**src/rtl/atm_hdr_pkg.sv**
```systemverilog
package atm_hdr_pkg;

    localparam int CTL_W = 22;

    // control register bit positions (software-visible layout)
    localparam int B_NOCOR   = 10;
    localparam int B_ACCBAD  = 11;
    localparam int B_IGNHEC  = 12;
    localparam int B_INRNG   = 13;
    localparam int B_HOLD    = 14;
    localparam int B_NONUSR  = 15;
    localparam int B_SRST    = 16;
    localparam int B_FLUSH   = 17;
    localparam int B_CACHOFF = 18;
    localparam int B_OOREVT  = 19;
    localparam int B_ZEROACC = 20;
    localparam int B_OORRED  = 21;

    localparam logic [CTL_W-1:0] CTL_RESET = 22'h00_0010;

    typedef enum logic [2:0] {
        DISP_DROP     = 3'd0,
        DISP_ACCEPT   = 3'd1,
        DISP_REDIRECT = 3'd2,
        DISP_EVENT    = 3'd3,
        DISP_EXCEPT   = 3'd4
    } disp_e;

    typedef enum logic [1:0] {
        HEC_CLEAN = 2'd0,
        HEC_FIXED = 2'd1,
        HEC_BAD   = 2'd2,
        HEC_BAD2  = 2'd3
    } hec_e;

endpackage

```
**src/rtl/atm_hdr_ctl.sv**
```systemverilog
module atm_hdr_ctl
    import atm_hdr_pkg::*;
#(
    parameter int CONN_W = 16
) (
    input  logic              clk,
    input  logic              rst_n,
    input  logic              set_we,
    input  logic              clr_we,
    input  logic [CTL_W-1:0]  wdata,
    input  logic              oor_we,
    input  logic [CONN_W-1:0] oor_wdata,
    input  logic              flush_done,
    output logic [CTL_W-1:0]  ctl,
    output logic [CONN_W-1:0] oor_conn
);

    typedef struct packed {
        logic [CTL_W-1:0]  ctl;
        logic [CONN_W-1:0] oor;
    } regs_t;

    regs_t r_d, r_q;

    always_comb begin
        r_d = r_q;
        if (flush_done)
            r_d.ctl[B_FLUSH] = 1'b0;
        if (clr_we)
            r_d.ctl = r_d.ctl & ~wdata;
        if (set_we)
            r_d.ctl = r_d.ctl | wdata;
        if (oor_we)
            r_d.oor = oor_wdata;
    end

    always_ff @(posedge clk or negedge rst_n) begin
        if (!rst_n) begin
            r_q.ctl <= CTL_RESET;
            r_q.oor <= '0;
        end else begin
            r_q <= r_d;
        end
    end

    assign ctl      = r_q.ctl;
    assign oor_conn = r_q.oor;

    // completion clears the flush request unless re-set in the same cycle
    a_r3_flush_clears: assert property (@(posedge clk) disable iff (!rst_n)
        (flush_done && !(set_we && wdata[B_FLUSH])) |=> !ctl[B_FLUSH]);

    // every set bit is present after a set strobe
    a_r2_set_wins: assert property (@(posedge clk) disable iff (!rst_n)
        set_we |=> ((ctl & $past(wdata)) == $past(wdata)));

    // a lone clear removes the masked bits
    a_r2_clear: assert property (@(posedge clk) disable iff (!rst_n)
        (clr_we && !set_we) |=> ((ctl & $past(wdata)) == '0));

endmodule

```
**src/rtl/atm_hdr_index.sv**
```systemverilog
module atm_hdr_index
    import atm_hdr_pkg::*;
#(
    parameter int VPI_W = 12,
    parameter int VCI_W = 16,
    parameter int CNT_W = 5
) (
    input  logic [VPI_W-1:0]       vpi,
    input  logic [VCI_W-1:0]       vci,
    input  logic [CNT_W-1:0]       np_field,
    input  logic [CNT_W-1:0]       nc_field,
    output logic [VPI_W+VCI_W-1:0] index,
    output logic                   out_of_range
);

    localparam int IDX_W = VPI_W + VCI_W;

    logic [CNT_W-1:0] np_c, nc_c;
    logic [VPI_W-1:0] vpi_mask, vpi_low;
    logic [VCI_W-1:0] vci_mask, vci_low;

    always_comb begin
        np_c = (np_field > CNT_W'(VPI_W)) ? CNT_W'(VPI_W) : np_field;
        nc_c = (nc_field > CNT_W'(VCI_W)) ? CNT_W'(VCI_W) : nc_field;

        vpi_mask = ~({VPI_W{1'b1}} << np_c);
        vci_mask = ~({VCI_W{1'b1}} << nc_c);
        vpi_low  = vpi & vpi_mask;
        vci_low  = vci & vci_mask;

        out_of_range = (|(vpi & ~vpi_mask)) || (|(vci & ~vci_mask));

        index = ({{VCI_W{1'b0}}, vpi_low} << nc_c) |
                IDX_W'({{VPI_W{1'b0}}, vci_low});
    end

endmodule

```
**src/rtl/atm_hdr_policy.sv**
```systemverilog
module atm_hdr_policy
    import atm_hdr_pkg::*;
#(
    parameter int CONN_W = 16
) (
    input  logic              oor,
    input  logic [1:0]        hec,
    input  logic              non_user,
    input  logic [CONN_W-1:0] entry,
    input  logic [CONN_W-1:0] oor_conn,
    input  logic              p_nocor,
    input  logic              p_accbad,
    input  logic              p_ignhec,
    input  logic              p_inrng,
    input  logic              p_nonusr,
    input  logic              p_oorevt,
    input  logic              p_zeroacc,
    input  logic              p_oorred,
    output disp_e             disp,
    output logic [CONN_W-1:0] conn,
    output logic              event_o,
    output logic              err
);

    logic bad_hec;

    always_comb begin
        bad_hec = (hec == HEC_BAD) || (hec == HEC_BAD2) ||
                  ((hec == HEC_FIXED) && p_nocor);

        err     = p_nonusr ? non_user : (bad_hec && !p_ignhec);
        disp    = DISP_DROP;
        conn    = '0;
        event_o = 1'b0;

        if (bad_hec) begin
            disp = p_accbad ? DISP_EXCEPT : DISP_DROP;
        end else if (oor && p_oorred) begin
            disp    = DISP_REDIRECT;
            conn    = oor_conn;
            event_o = 1'b1;
        end else if (oor && !p_inrng) begin
            if (p_oorevt) begin
                disp    = DISP_EVENT;
                event_o = 1'b1;
            end
        end else if (entry == '0) begin
            if (p_zeroacc) begin
                disp    = DISP_EVENT;
                event_o = 1'b1;
            end
        end else begin
            disp = DISP_ACCEPT;
            conn = entry;
        end
    end

endmodule

```
**src/rtl/atm_hdr_classifier.sv**
```systemverilog
module atm_hdr_classifier
    import atm_hdr_pkg::*;
#(
    parameter int VPI_W  = 12,
    parameter int VCI_W  = 16,
    parameter int CNT_W  = 5,
    parameter int CONN_W = 16,
    parameter int ADDR_W = 16
) (
    input  logic                   clk,
    input  logic                   rst_n,
    input  logic                   ctl_set_we,
    input  logic                   ctl_clr_we,
    input  logic [21:0]            ctl_wdata,
    input  logic                   oor_we,
    input  logic [CONN_W-1:0]      oor_wdata,
    input  logic                   flush_done,
    input  logic                   hdr_valid,
    input  logic [VPI_W-1:0]       hdr_vpi,
    input  logic [VCI_W-1:0]       hdr_vci,
    input  logic [1:0]             hdr_hec,
    input  logic                   hdr_non_user,
    input  logic [CONN_W-1:0]      hdr_entry,
    input  logic [ADDR_W-1:0]      hdr_addr,
    output logic [21:0]            ctl_rd,
    output logic                   flush_req,
    output logic                   cache_off,
    output logic                   dec_valid,
    output logic [2:0]             dec_disp,
    output logic [VPI_W+VCI_W-1:0] dec_index,
    output logic [CONN_W-1:0]      dec_conn,
    output logic                   dec_event,
    output logic [ADDR_W-1:0]      dec_addr,
    output logic                   err_pulse
);

    localparam int IDX_W = VPI_W + VCI_W;

    logic [CTL_W-1:0]  ctl;
    logic [CONN_W-1:0] oor_conn;
    logic [IDX_W-1:0]  idx_c;
    logic              oor_c;
    disp_e             disp_c;
    logic [CONN_W-1:0] conn_c;
    logic              event_c;
    logic              err_c;
    logic              hold;

    atm_hdr_ctl #(.CONN_W(CONN_W)) u_ctl (
        .clk        (clk),
        .rst_n      (rst_n),
        .set_we     (ctl_set_we),
        .clr_we     (ctl_clr_we),
        .wdata      (ctl_wdata),
        .oor_we     (oor_we),
        .oor_wdata  (oor_wdata),
        .flush_done (flush_done),
        .ctl        (ctl),
        .oor_conn   (oor_conn)
    );

    atm_hdr_index #(.VPI_W(VPI_W), .VCI_W(VCI_W), .CNT_W(CNT_W)) u_index (
        .vpi          (hdr_vpi),
        .vci          (hdr_vci),
        .np_field     (ctl[5 +: CNT_W]),
        .nc_field     (ctl[0 +: CNT_W]),
        .index        (idx_c),
        .out_of_range (oor_c)
    );

    atm_hdr_policy #(.CONN_W(CONN_W)) u_policy (
        .oor       (oor_c),
        .hec       (hdr_hec),
        .non_user  (hdr_non_user),
        .entry     (hdr_entry),
        .oor_conn  (oor_conn),
        .p_nocor   (ctl[B_NOCOR]),
        .p_accbad  (ctl[B_ACCBAD]),
        .p_ignhec  (ctl[B_IGNHEC]),
        .p_inrng   (ctl[B_INRNG]),
        .p_nonusr  (ctl[B_NONUSR]),
        .p_oorevt  (ctl[B_OOREVT]),
        .p_zeroacc (ctl[B_ZEROACC]),
        .p_oorred  (ctl[B_OORRED]),
        .disp      (disp_c),
        .conn      (conn_c),
        .event_o   (event_c),
        .err       (err_c)
    );

    typedef struct packed {
        logic              valid;
        disp_e             disp;
        logic [IDX_W-1:0]  index;
        logic [CONN_W-1:0] conn;
        logic              evt;
        logic [ADDR_W-1:0] addr;
        logic              err;
    } dec_t;

    dec_t dec_d, dec_q;

    assign hold = ctl[B_HOLD] | ctl[B_SRST];

    always_comb begin
        dec_d       = dec_q;
        dec_d.valid = 1'b0;
        dec_d.err   = 1'b0;
        if (hdr_valid && !hold) begin
            dec_d.valid = 1'b1;
            dec_d.disp  = disp_c;
            dec_d.index = idx_c;
            dec_d.conn  = conn_c;
            dec_d.evt   = event_c;
            dec_d.addr  = hdr_addr;
            dec_d.err   = err_c;
        end
    end

    always_ff @(posedge clk or negedge rst_n) begin
        if (!rst_n) begin
            dec_q.valid <= 1'b0;
            dec_q.disp  <= DISP_DROP;
            dec_q.index <= '0;
            dec_q.conn  <= '0;
            dec_q.evt   <= 1'b0;
            dec_q.addr  <= '0;
            dec_q.err   <= 1'b0;
        end else begin
            dec_q <= dec_d;
        end
    end

    assign ctl_rd    = ctl;
    assign flush_req = ctl[B_FLUSH];
    assign cache_off = ctl[B_CACHOFF];
    assign dec_valid = dec_q.valid;
    assign dec_disp  = dec_q.disp;
    assign dec_index = dec_q.index;
    assign dec_conn  = dec_q.conn;
    assign dec_event = dec_q.evt;
    assign dec_addr  = dec_q.addr;
    assign err_pulse = dec_q.err;

    // a strobed header while processing is enabled gives a decision next cycle
    a_r11_one_decision: assert property (@(posedge clk) disable iff (!rst_n)
        (hdr_valid && !ctl[B_HOLD] && !ctl[B_SRST]) |=> dec_valid);

    // no decision without a header one cycle earlier, none while held
    a_r11_no_spurious: assert property (@(posedge clk) disable iff (!rst_n)
        dec_valid |-> ($past(hdr_valid) && !$past(ctl[B_HOLD]) && !$past(ctl[B_SRST])));

    // a redirect carries the out-of-range connection and an event
    a_r5_redirect_conn: assert property (@(posedge clk) disable iff (!rst_n)
        (dec_valid && dec_disp == 3'd2) |-> (dec_event && dec_conn == $past(oor_conn)));

    // error pulses appear only with a decision
    a_r10_err_with_dec: assert property (@(posedge clk) disable iff (!rst_n)
        err_pulse |-> dec_valid);

    // exception code only when the accept-bad-HEC policy was on
    a_r9_except_policy: assert property (@(posedge clk) disable iff (!rst_n)
        (dec_valid && dec_disp == 3'd4) |-> $past(ctl[B_ACCBAD]));

endmodule

```
**config.mk**
```make
export PLATFORM = sky130hd
export DESIGN_NAME = atm_hdr_classifier
export DESIGN_NICKNAME = d
export VERILOG_FILES = /design/src/rtl/atm_hdr_pkg.sv /design/src/rtl/atm_hdr_ctl.sv /design/src/rtl/atm_hdr_index.sv /design/src/rtl/atm_hdr_policy.sv /design/src/rtl/atm_hdr_classifier.sv
export SDC_FILE = /design/constraint.sdc
export NUM_CORES = 1
export LEC_CHECK = 0
export ABC_AREA = 1
export CAP_MARGIN = 20
export CORE_MARGIN = 8
export CORE_UTILIZATION = 40
export DETAILED_ROUTE_END_ITERATION = 16
export GPL_TIMING_DRIVEN = 1
export PLACE_DENSITY_LB_ADDON = 0.05
export SYNTH_ARGS = -nofsm -noshare
export SYNTH_HDL_FRONTEND = slang
export SYNTH_SLANG_ARGS = --single-unit
export TNS_END_PERCENT = 100
```
**constraint.sdc**
```tcl
create_clock -name clk -period 1.9 [get_ports clk]
set_input_delay 0.285 -clock clk [delete_from_list [all_inputs] [get_ports clk]]
set_output_delay 0.285 -clock clk [all_outputs]
set_load 0.02 [all_outputs]
```
# [Word-level counts from Yosys, hierarchy flattened]
# Cells that the tools add are included.
[word_totals] input_bits=108 out_inout_bits=90 register_bits=104
[op_classes] magnitude_cmp=2 mux=24 n_reduce_logical=14 n_bitwise=13 eq_ne=3 shift=3
[op_table] operator="$mux 66" n=1
[op_table] operator="$mux 16" n=4
[op_table] operator="$mux 22" n=2
[op_table] operator="$and 16x16->16" n=2
[op_table] operator="$not 16->16" n=2
[op_table] operator="$or 28x16->28" n=1
[op_table] operator="$shl 12x5->28" n=1
[op_table] operator="$and 12x12->12" n=2
[op_table] operator="$not 12->12" n=2
[op_table] operator="$and 22x22->22" n=1
[op_table] operator="$not 22->22" n=1
[op_table] operator="$or 22x22->22" n=1
[op_table] operator="$logic_not 16->1" n=1
[op_table] operator="$reduce_or 16->1" n=1
[op_table] operator="$shl 16x5->16 const A" n=1
[op_table] operator="$mux 3" n=4
[op_table] operator="$reduce_or 12->1" n=1
[op_table] operator="$shl 12x5->12 const A" n=1
[op_table] operator="$mux 5" n=2
[op_table] operator="$mux 1" n=8
[op_table] operator="$mux 2" n=3
[op_table] operator="$gt 5x4->1 const B" n=1
[op_table] operator="$gt 5x5->1 const B" n=1
[op_table] operator="$logic_and 1x1->1" n=5
[op_table] operator="5 further kinds" n=10

# [Longest topological paths before layout]
[logic_depth] ltp_word=13 mapped_depth=17

# [By module]
# From an unflattened synthesis, not the netlist that was laid out.
[unflattened] cells_unflattened=879 hier_area_um2=6308.6
[by_module_without_submodules] module="atm_hdr_classifier" seq_area_each_um2=1651.6 area_each_um2=2638.8 instances=1 cells_per_inst=286
[by_module_without_submodules] module="atm_hdr_ctl" seq_area_each_um2=952.2 area_each_um2=1596.5 instances=1 cells_per_inst=182
[by_module_without_submodules] module="atm_hdr_index" seq_area_each_um2=0.0 area_each_um2=1488.9 instances=1 cells_per_inst=320
[by_module_without_submodules] module="atm_hdr_policy" seq_area_each_um2=0.0 area_each_um2=584.3 instances=1 cells_per_inst=91

# [Worst setup path before layout]
# No wires, ideal clock.
[synth_path] path_kind="reg-to-reg" from="reg (tool-made name)" to="reg dec_q (netlist bit dec_conn[10])" path_stages_with_launch=16 setup_slack_ns=-0.084 t_arrival_ns=1.868 required_time_ns=1.783 setup_time_ns=0.117 period_less_slack_ns=1.984 cell_sequence="dfstp_2 -> inv_2 -> nand2_4 -> buf_12 -> nor2_8 -> nand2_2 -> nand4_1 -> nor2_2 -> nand3_4 -> nand2_8 -> inv_4 -> buf_6 -> nand2_2 -> nand2_1 -> nand2_1 -> nand2_1"
[synth_lines] item="end, declared" line="atm_hdr_classifier.sv:101" source="dec_t dec_d, dec_q;"

==> results.md <==
- Yosys warning total: 0
- Count of H-tree levels built during CTS: 3
- HPWL after DPL: 16,500 um
- Number of buffers created by CTS: 9
- Drt wl/cell: 17.6 um
- Per-instance average area after synthesis: 7.59 um^2
- Share of flip-flops with an asynchronous set or reset after synthesis: 100%
- GPL Wtd Cong: 0.896
- Slowest library cell on the worst path: dfstp_2
- Period utilization: 107%
- Crit path max fanout: 8
- Classification of the worst setup path: reg2reg
- Pins Over Slew Limit: 0
- Final hold vios: 0
- Final number of setup-violating endpoints: 22
- Pleak: 4.36 nW
- Total I/O pin count: 198
- Post-placement setup slack: -206 ps
- Type of the most critical hold path: in2async
- Delay contributed by the slowest stage of the critical path: 600 ps
- Worst Max-Slew Pin Slew: 513 ps
- Gate Count Post-Synth: 768
- Area enclosed by the die boundary: 0.0187 mm^2
- TritonCTS clock tree: done
- Number of vias per cell after detailed routing: 5.16
- Number of placement rows: 44
- Remaining antenna violation count: 0
- Most used flip-flop cell after synthesis: dfrtp_1
- Crit path arrival time: 2330 ps
- Cell occurring most often along the worst timing path: nand2_1
- Antenna violations before repair: 0
- Violated checks: negative setup slack
- Number of flops mapped to enable cells by yosys: 0
- Maximum buffer depth of the clock tree: 2
- DRC violations left: 0
- Number of inserted diodes: 0
- Count of unique library cells instantiated by Yosys: 44
- Violation count after the first detailed-route iteration: 367
- Summed negative setup slack over all endpoints: -1200 ps
- Number of clock sinks: 104
- Power Density: 941 mW/mm^2
- Sum of overflow across all layers after global routing: 0
- CTS clk-pin slew, worst paths: 80 ps
- Design area: 0.00927 mm^2
- Required time worst endpoint: 2200 ps
- Setup repair after global routing missed its margin: yes
- Die X: 137 um
- Total number of nets in the final design: 1,137
- DRT Wirelength: 21,400 um
- Maximum number of pins on one net before global-route repair: 45
- Via count of the first global-routing pass: 6,346
- R2r setup slk: -130 ps
- Clk_lat worst skew: 360 ps
- Share of synthesized area occupied by flip-flops and latches: 44.7%
- Clock root cell: clkbuf_16
- Slew HR: 65.7%
- Clock skew: 10.6 ps
- Via count: 6,279
- Utilization of the core after routing: 64.5%
- Number of storage elements in the synthesis netlist: 104
- Startpoint type of the worst setup path: flop
- Synth-to-Final Area Change: 59.0%
- Die height: 137 um
- Fraction of layout instances using a drive strength above 1: 22.3%
- Ordered list of cells on the worst path: inv_4 > nand2_8 > nand2_1 > nand2_1 > nand4_2 > nor2_4 > nand3_4 > buf_12 > nand2_4 > nand3_1 > nand2_1 > nand2_1 > nand2_1
- Maximum achievable frequency: 494 MHz
- Placed cell area: 0.00843 mm^2
- GRT Resource Usage Total: 22.6%
- Port Buffer Count: 197
- Result of the run: complete, but fails checks
- Worst-case vdd ir drop: 0.439 mV
- Synthesized Nets: 876
- Post-route setup slack: -125 ps
- Syn Std Cell Area: 0.00583 mm^2
- Initial Util: 40.6%
- Placeable Area: 0.0144 mm^2
- Min Clock Period, post-route: 2030 ps
- Number of iterations in the first detailed-routing pass: 5
- Max-cap violations: 0
- First-pass GRT wire length: 33,200 um
- Kind of capture point of the worst setup path: flop
==> cell type report <==
type,instances,area [um^2]
clock buffers,10,239
fillers,1270,5100
clock inverters,6,62.6
repair buffers,293,2870
well taps,184,230
multi-input cells,557,2990
inverters,64,260
flip-flops and latches,104,2610
==> metal layers <==
layer | up-vias | share of wire [%] | GRT usage (%)
met4 | 0 | 1.9 | 7.26
met2 | 251 | 47 | 36.6
met1 | 2977 | 43 | 29.2
met3 | 29 | 8.9 | 5.40
li1 | 3022 | - | -
met5 | - | 0 | 0
==> report_power, final <==
| group | leakage (nW) | total (mW) | switching [mW] | internal, mW |
|---|---|---|---|---|
| Combinational | 2.95 | 3.86 | 2.04 | 1.82 |
| Sequential | 1.26 | 2.99 | 0.302 | 2.69 |
| Clock | 0.148 | 1.88 | 0.917 | 0.958 |
| Total | 4.36 | 8.73 | 3.26 | 5.46 |
==> Yosys cell counts, drive strengths merged (7+ instances only) <==
| library cell | n | area share (%) |
|---|---|---|
| nand2 | 272 | 19 |
| dfrtp | 103 | 44 |
| o21ai | 79 | 7.0 |
| nand3 | 74 | 7.0 |
| inv | 64 | 4.2 |
| nor2 | 48 | 3.9 |
| buf | 26 | 3.3 |
| a21oi | 22 | 2.0 |
| clkbuf | 19 | 1.2 |
| mux2 | 15 | 2.9 |
| nand4 | 9 | 1.1 |
| a31oi | 8 | 0.86 |
| o211ai | 7 | 0.90 |
==> kinds of logic after synthesis <==
logic type | Yosys count | share of synthesized area (%)
compound gates | 124 | 11.8
buf+inv | 109 | 8.71
flops | 104 | 44.7
mux | 15 | 2.90
simple gates | 416 | 31.9
==> stage by stage <==
step                hold WS, ps  instances  power, mW
floorplan                 -10.6        768       4.78
global placement            255       1178       6.55
detailed placement          256       1178       6.60
CTS                         413       1204       8.59
global route                451       1218       9.21
finish                      409       1218       8.73
==> worst max-delay path, delay by kind of cell, from the launching register on <==
kind,cells,cell delay (ps)
buffers and inverters,2,260
DFF,1,600
and+or+nand+nor,11,1120
==> what timing repair did <==
item	CTS	global route
hold buffers	1	0
setup buffers	9	11
cloned	1	3
setup endpoints to repair	35	41
endpoints found under the hold margin	29	0
pin swaps	5	24
gates resized for setup	22	65
==> cell usage in the layout, fill, tap and decap left out, drive strengths merged, types with 9 or more instances in the layout <==
cell / netlist / layout
nand2: 272 / 274
clkdlybuf4s50: 0 / 194
dfrtp: 103 / 103
buf: 26 / 95
o21ai: 79 / 79
nand3: 74 / 74
inv: 64 / 66
nor2: 48 / 48
a21oi: 22 / 22
mux2: 15 / 15
clkbuf: 19 / 11
nand4: 9 / 9
==> path summary, 6_finish.rpt <==
check / cells past startpoint / endpoint
worst max-delay path: 13 / dec_conn[14]
worst min-delay path: 2 / dec_index[17]
max in group asynchronous: 3 / asynchronous set/reset pin
worst min register to register: 2 / dec_addr[2]
worst max register to register: 13 / dec_conn[14]
min in group clk: 3 / dec_addr[10]
Note: power is estimated with default switching activity, not from simulation.
